==> config.mk <==
export PLATFORM = sky130hd
export DESIGN_NAME = rst_pin_seq
export DESIGN_NICKNAME = d
export VERILOG_FILES = /design/src/rtl/rps_pkg.sv /design/src/rtl/rps_sync.sv /design/src/rtl/rps_timer.sv /design/src/rtl/rps_fsm.sv /design/src/rtl/rst_pin_seq.sv
export SDC_FILE = /design/constraint.sdc
export NUM_CORES = 1
export LEC_CHECK = 0
export ABC_CLOCK_PERIOD_IN_PS = 2200
export BUFFER_PORTS_ARGS = -buffer_cell sky130_fd_sc_hd__buf_4
export CAP_MARGIN = 25
export CORE_ASPECT_RATIO = 0.7
export CORE_MARGIN = 2
export CORE_UTILIZATION = 52
export DETAILED_ROUTE_END_ITERATION = 12
export PLACE_DENSITY = 0.74
export SETUP_SLACK_MARGIN = 0.3
export SLEW_MARGIN = 20
export SYNTH_ARGS = -nofsm -noshare
export SYNTH_HDL_FRONTEND = slang
export SYNTH_SLANG_ARGS = --single-unit
==> constraint.sdc <==
create_clock -name clk_i -period 2.2 [get_ports clk_i]
set_input_delay 0.11 -clock clk_i [delete_from_list [all_inputs] [get_ports clk_i]]
set_output_delay 0.11 -clock clk_i [all_outputs]
set_load 0.02 [all_outputs]
==> src/rtl/rps_pkg.sv <==
package rps_pkg;
  typedef enum logic [1:0] {
    ST_PWRUP   = 2'd0,
    ST_DRIVE   = 2'd1,
    ST_RELEASE = 2'd2,
    ST_RUN     = 2'd3
  } rps_state_e;
endpackage

==> src/rtl/rps_sync.sv <==
module rps_sync #(
  parameter int unsigned STAGES = 2
) (
  input  logic clk_i,
  input  logic rst_ni,
  input  logic d_i,
  output logic q_o
);
  logic [STAGES-1:0] sr_q;

  generate
    if (STAGES == 1) begin : g_one
      always_ff @(posedge clk_i or negedge rst_ni)
        if (!rst_ni) sr_q <= '0;
        else         sr_q <= d_i;
    end else begin : g_many
      always_ff @(posedge clk_i or negedge rst_ni)
        if (!rst_ni) sr_q <= '0;
        else         sr_q <= {sr_q[STAGES-2:0], d_i};
    end
  endgenerate

  assign q_o = sr_q[STAGES-1];
endmodule

==> src/rtl/rps_timer.sv <==
module rps_timer #(
  parameter int unsigned LIMIT = 511,
  parameter int unsigned CNT_W = 9
) (
  input  logic             clk_i,
  input  logic             rst_ni,
  input  logic             clr_i,
  input  logic             en_i,
  output logic [CNT_W-1:0] cnt_o
);
  localparam logic [CNT_W-1:0] LIM = CNT_W'(LIMIT);

  logic [CNT_W-1:0] cnt_q;

  // saturates at LIMIT so an extended drive holds its done state
  always_ff @(posedge clk_i or negedge rst_ni)
    if (!rst_ni)                   cnt_q <= '0;
    else if (clr_i)                cnt_q <= '0;
    else if (en_i && cnt_q != LIM) cnt_q <= cnt_q + 1'b1;

  assign cnt_o = cnt_q;
endmodule

==> src/rtl/rps_fsm.sv <==
module rps_fsm
  import rps_pkg::*;
#(
  parameter int unsigned DRIVE_CYCLES   = 512,
  parameter int unsigned RELEASE_CYCLES = 10,
  parameter int unsigned CNT_W          = 9
) (
  input  logic             clk_i,
  input  logic             rst_ni,
  input  logic             por_i,
  input  logic             pll_lock_i,
  input  logic             int_rst_req_i,
  input  logic             pin_hi_i,
  input  logic [CNT_W-1:0] cnt_i,
  output logic             cnt_clr_o,
  output logic             cnt_en_o,
  output logic             pin_drive_o,
  output logic             mod_rst_o,
  output logic             start_o
);
  localparam logic [CNT_W-1:0] DRV_LAST = CNT_W'(DRIVE_CYCLES - 1);
  localparam logic [CNT_W-1:0] REL_LAST = CNT_W'(RELEASE_CYCLES - 1);

  rps_state_e state_q, state_d;
  logic drive_q, modrst_q, start_q;
  logic drv_done, rel_done, clk_ok, start_d;

  assign drv_done = (cnt_i == DRV_LAST);
  assign rel_done = (cnt_i == REL_LAST);
  assign clk_ok   = pll_lock_i && !por_i;

  always_comb begin
    state_d = state_q;
    if (por_i) state_d = ST_PWRUP;
    else begin
      unique case (state_q)
        ST_PWRUP:   if (clk_ok && drv_done) state_d = ST_RELEASE;
        ST_DRIVE:   if (drv_done && !int_rst_req_i) state_d = ST_RELEASE;
        ST_RELEASE: begin
          if (int_rst_req_i)  state_d = ST_DRIVE;
          else if (rel_done)  state_d = pin_hi_i ? ST_RUN : ST_DRIVE;
        end
        ST_RUN:     if (int_rst_req_i) state_d = ST_DRIVE;
        default:    state_d = ST_PWRUP;
      endcase
    end
  end

  assign start_d   = (state_q == ST_RELEASE) && !por_i && !int_rst_req_i
                     && rel_done && pin_hi_i;
  // counter restarts on each state entry, and in power-up whenever the clock is not good
  assign cnt_clr_o = (state_d != state_q) || ((state_q == ST_PWRUP) && !clk_ok);
  assign cnt_en_o  = (state_q == ST_DRIVE) || (state_q == ST_RELEASE)
                     || ((state_q == ST_PWRUP) && clk_ok);

  always_ff @(posedge clk_i or negedge rst_ni)
    if (!rst_ni) begin
      state_q  <= ST_PWRUP;
      drive_q  <= 1'b1;
      modrst_q <= 1'b1;
      start_q  <= 1'b0;
    end else begin
      state_q  <= state_d;
      drive_q  <= (state_d == ST_PWRUP) || (state_d == ST_DRIVE);
      modrst_q <= (state_d != ST_RUN);
      start_q  <= start_d;
    end

  assign pin_drive_o = drive_q;
  assign mod_rst_o   = modrst_q;
  assign start_o     = start_q;

  p_start_pulse_r6: assert property (@(posedge clk_i) disable iff (!rst_ni)
    start_o |=> !start_o);
  p_start_clears_modrst_r6: assert property (@(posedge clk_i) disable iff (!rst_ni)
    start_o |-> (!mod_rst_o && !pin_drive_o));
  p_start_pin_high_r6: assert property (@(posedge clk_i) disable iff (!rst_ni)
    $rose(start_o) |-> $past(pin_hi_i));
  p_drive_has_modrst_r9: assert property (@(posedge clk_i) disable iff (!rst_ni)
    pin_drive_o |-> mod_rst_o);
  p_modrst_min_r9: assert property (@(posedge clk_i) disable iff (!rst_ni)
    $fell(mod_rst_o) |-> ($past(mod_rst_o, 2) && $past(mod_rst_o, 3) && $past(mod_rst_o, 4)));
  p_req_redrives_r8: assert property (@(posedge clk_i) disable iff (!rst_ni)
    (int_rst_req_i && (state_q == ST_RELEASE || state_q == ST_RUN)) |=> (pin_drive_o && !start_o));
  p_req_holds_r4: assert property (@(posedge clk_i) disable iff (!rst_ni)
    (int_rst_req_i && state_q == ST_DRIVE) |=> pin_drive_o);
  p_por_drives_r10: assert property (@(posedge clk_i) disable iff (!rst_ni)
    por_i |=> (pin_drive_o && mod_rst_o));
endmodule

==> src/rtl/rst_pin_seq.sv <==
module rst_pin_seq #(
  parameter int unsigned DRIVE_CYCLES   = 512,
  parameter int unsigned RELEASE_CYCLES = 10,
  parameter int unsigned SYNC_STAGES    = 2
) (
  input  logic clk_i,
  input  logic rst_ni,
  input  logic por_i,
  input  logic pll_lock_i,
  input  logic int_rst_req_i,
  input  logic pin_i,
  output logic pin_drive_o,
  output logic mod_rst_o,
  output logic start_o
);
  localparam int unsigned CNT_LIMIT =
    ((DRIVE_CYCLES > RELEASE_CYCLES) ? DRIVE_CYCLES : RELEASE_CYCLES) - 1;
  localparam int unsigned CNT_W = (CNT_LIMIT < 2) ? 1 : $clog2(CNT_LIMIT + 1);

  logic             pin_hi;
  logic             cnt_clr, cnt_en;
  logic [CNT_W-1:0] cnt;

  rps_sync #(.STAGES(SYNC_STAGES)) u_sync (
    .clk_i (clk_i),
    .rst_ni(rst_ni),
    .d_i   (pin_i),
    .q_o   (pin_hi)
  );

  rps_timer #(.LIMIT(CNT_LIMIT), .CNT_W(CNT_W)) u_timer (
    .clk_i (clk_i),
    .rst_ni(rst_ni),
    .clr_i (cnt_clr),
    .en_i  (cnt_en),
    .cnt_o (cnt)
  );

  rps_fsm #(
    .DRIVE_CYCLES  (DRIVE_CYCLES),
    .RELEASE_CYCLES(RELEASE_CYCLES),
    .CNT_W         (CNT_W)
  ) u_fsm (
    .clk_i        (clk_i),
    .rst_ni       (rst_ni),
    .por_i        (por_i),
    .pll_lock_i   (pll_lock_i),
    .int_rst_req_i(int_rst_req_i),
    .pin_hi_i     (pin_hi),
    .cnt_i        (cnt),
    .cnt_clr_o    (cnt_clr),
    .cnt_en_o     (cnt_en),
    .pin_drive_o  (pin_drive_o),
    .mod_rst_o    (mod_rst_o),
    .start_o      (start_o)
  );
endmodule

==> impl_metrics.py <==
metrics = {
    "worst_setup_path": {
        "r2r_start": "u_timer.cnt_o[0]",
        "r2r_cells": 7,
        "path_class": "reg2reg",
        "cp-start-kind": "flop",
        "timing.rr.end": "u_timer.cnt_o[1]",
        "crit_chain": "buf_4 > ha_2 > nor4b_4 > a2111oi_4 > o22ai_2 > a2111o_1 > a211oi_4",
        "r2r_slack_ns": -0.04,
        "cp-end-kind": "flop",
        "slowest_stage": "a2111o_1",
        "path_max_fanout": 5,
        "required_ns": 2.42,
        "path_delay_family": "compound AO/OA/AOI/OAI gates",
        "cp_num_buf_inv": 1,
        "critical_path.max_stage_delay_ns": 0.51,
        "worstPathArrival_ns": 2.46,
    },
    "hold_path": {
        "hold_path.class": "in2reg",
        "hold_end": "u_fsm.state_q[1]",
        "hp-start": "por_i",
        "hold_depth": 2,
    },
    "floorplan": {
        "dieArea_um2": 2345,
        "rows": 13,
        "die_w_um": 57.03,
        "core_um2": 1854,
        "die_h_um": 41.12,
        "start_util": 0.5520,
        "io_pins": 9,
    },
    "placed_design": {
        "gp_congestion": 0.7799,
        "io_buffer_count": 8,
        "placedCellCount": 134,
        "dp_hpwl_um": 1547,
    },
    "sta": {
        "finClkSkew_ns": 0.01338,
        "tightest_slew_ns": 0.4188,
        "timing.slew.headroom": 0.7189,
        "fmax_mhz": 445.5,
        "postLayoutSetupSlackWorst_ns": -0.04467,
        "finalCritPeriodShare": 1.020,
        "drv_slew": 0,
        "hold_viol": 0,
        "setup_viol": 6,
        "fin_crit_ns": 2.245,
        "worst_hold_slack_ns": 0.06031,
        "rsz0062_at_grt": "true",
    },
    "detailed_routing": {
        "routedWlPerCell_um": 18.63,
        "routed_wl_um": 2795,
        "dr.first_iter.drc_count": 40,
        "avgViaCountPerCell": 6.180,
        "drtPass1Iterations": 4,
        "vias": 927,
        "ant_nets": 0,
        "drc": 0,
    },
    "synth": {
        "synthCells": 100,
        "synth-seq-cells": 16,
        "synth.distinct_cells": 38,
        "ys_top_cells_by_area": "dfrtp_1 34%, ha_1 9.8%, dfstp_2 5.1%, xor2_1 5.1%, nor2_1 3.7%",
        "yosys_warnings": 0,
        "synth_top_area_cell": "dfrtp_1",
        "syn_area_um2": 1023,
        "syn-num-nets": 114,
        "syn_avg_cell_area_um2": 10.23,
        "synth_top_area_frac": 0.3423,
        "ys_seq_area_frac": 0.3936,
    },
    "final_layout": {
        "synthToLayoutAreaGrowth_pct": 36.55,
        "antenna_cells": 0,
        "layout-drive-gt1-share": 0.4219,
        "final_nets": 143,
        "fin_cells": 150,
    },
    "global_routing": {
        "grt_pass1_vias": 798,
        "grtUsageTotal": 0.2239,
        "grt_pass1_wl_um": 3829,
        "grt_max_degree": 17,
        "antenna_found_initial": 0,
        "grt_overflow": 0,
    },
    "pwr": {
        "vdd.ir_drop.worst_mv": 0.5642,
        "p_leak_uw": 0.0006047,
        "p_per_area_nw_per_um2": 738.7,
        "p_total_uw": 1032,
    },
    "cts": {
        "cts_buffers": 3,
        "ctsHtreeMaxLevel": 1,
        "cts_buffer_depth": 2,
        "cts.sinks": 16,
        "cts_root_buf": "clkbuf_4",
        "cts_tree": "done",
        "clock_latency_ns": 0.30,
        "cts.reportedPaths.clkPinSlew_ns": 0.10,
    },
    "outcome": {
        "violations": "negative setup slack",
        "outcome": "finished with violations",
    },
    "job": {
        "maxCapViolCount": 0,
    },
}
-- Yosys cell counts --
| cell | instances |
|---|---|
| a31oi_1 | 3 |
| and2b_1 | 1 |
| nand2b_1 | 2 |
| a21oi_1 | 3 |
| ha_1 | 8 |
| nand4_1 | 5 |
| and3_1 | 2 |
| o22ai_1 | 1 |
| buf_6 | 2 |
| xor2_1 | 6 |
| a2111o_1 | 1 |
| a211oi_1 | 1 |
| o21ai_0 | 2 |
| dfrtp_1 | 14 |
| nor2_1 | 10 |
| and3_2 | 1 |
| o31ai_1 | 1 |
| nand2_1 | 5 |
| o21a_1 | 1 |
| mux2i_1 | 1 |
| nand3b_1 | 1 |
| a21oi_2 | 1 |
| a21o_2 | 1 |
| a2bb2oi_1 | 1 |
| nor4b_2 | 2 |
| nor3_1 | 3 |
| a21bo_2 | 1 |
| o22a_2 | 1 |
| nand3_1 | 1 |
| clkbuf_1 | 1 |
| inv_1 | 8 |
| a211o_1 | 1 |
| nor2b_1 | 2 |
| dfstp_2 | 2 |
| a2111oi_4 | 1 |
| a211oi_4 | 1 |
| xnor2_1 | 1 |
| a311oi_1 | 1 |
-- sequential cells by signal (all words and copies together) (netlist names) --
name and flops:
u_fsm.pin_drive_o 1, u_fsm.state_q 2, u_fsm.mod_rst_o 1, u_fsm.start_o 1
u_sync.sr_q 2, u_timer.cnt_o 9
-- how the worst max path moves through the flow --
stage	slack (ns)	startpoint	cells past startpoint	end
2_1_floorplan	0.11	u_timer.cnt_o[0]	10	u_timer.cnt_o[1]
3_3_place_gp	-0.02	u_timer.cnt_o[0]	9	u_timer.cnt_o[1]
4_1_cts	0.02	u_timer.cnt_o[0]	9	u_timer.cnt_o[1]
5_1_grt	-0.09	u_timer.cnt_o[1]	9	u_timer.cnt_o[7]
6_report	-0.04	u_timer.cnt_o[0]	7	u_timer.cnt_o[1]
3_5_place_dp	-0.09	u_timer.cnt_o[0]	9	u_timer.cnt_o[1]
-- cell type report --
class                   count  area [µm²]
inverters                   8       30.03
clock buffers               4       36.28
multi-input cells          74       695.7
well taps                  22       27.53
repair buffers             26       203.9
flip-flops and latches     16       404.1
fillers                   112       456.7
-- stage by stage --
stage / worst slack, ns / util / setup TNS, ns / instance area [µm²]
floorplan: 0.1136 / - / 0 / 1047
global placement: -0.01611 / 0.6262 / -0.01611 / 1161
detailed placement: -0.09310 / 0.6262 / -0.3180 / 1161
CTS: 0.01650 / 0.7267 / 0 / 1348
global route: -0.08513 / 0.7537 / -0.5490 / 1398
finish: -0.04467 / 0.7537 / -0.1178 / 1398
-- where the power goes --
part	switching, µW	internal [µW]
Clock	96.4	101
Combinational	284	215
Sequential	11.2	324
-- metal layers --
metal	GRT usage	up-vias	wire, µm
met5	0	-	0
met2	0.3391	51	1273
met3	0.05678	13	209
met4	0.03488	0	70
li1	-	419	-
met1	0.3295	444	1242
-- what timing repair did --
item | in CTS | in global routing
setup endpoints to repair | 12 | 12
gates resized for setup | 12 | 7
hold buffers | 2 | 0
pin swaps | 10 | 10
endpoints found under the hold margin | 17 | 0
setup buffers | 6 | 3
cloned | 1 | 0
-- layout by cell type, fill, tap and decap left out, types with 2 or more instances in the layout --
cell type	synthesis	final
dfstp_2	2	2
a2111o_1	1	2
clkbuf_4	0	3
inv_1	8	8
ha_2	0	3
buf_4	0	23
and3_4	0	2
dfrtp_1	14	13
nor2b_1	2	2
ha_1	8	4
nand2_1	5	4
nor2_1	10	10
a21oi_1	3	2
dlygate4sd3_1	0	2
xor2_1	6	6
nor3_1	3	2
nand4_1	5	5
-- cell families after synthesis --
kind of cell               count (synthesis)  share of synthesized area
buffers and inverters                     11                    0.05501
AOI/OAI and AO/OA                         22                     0.1907
and+or+nand+nor                           35                     0.1932
adders and majority gates                  8                    0.09780
xor gates and xnor gates                   7                    0.05990
DFF                                       16                     0.3936
muxes                                      1                   0.009780
Power figures use the tool's default switching activity.
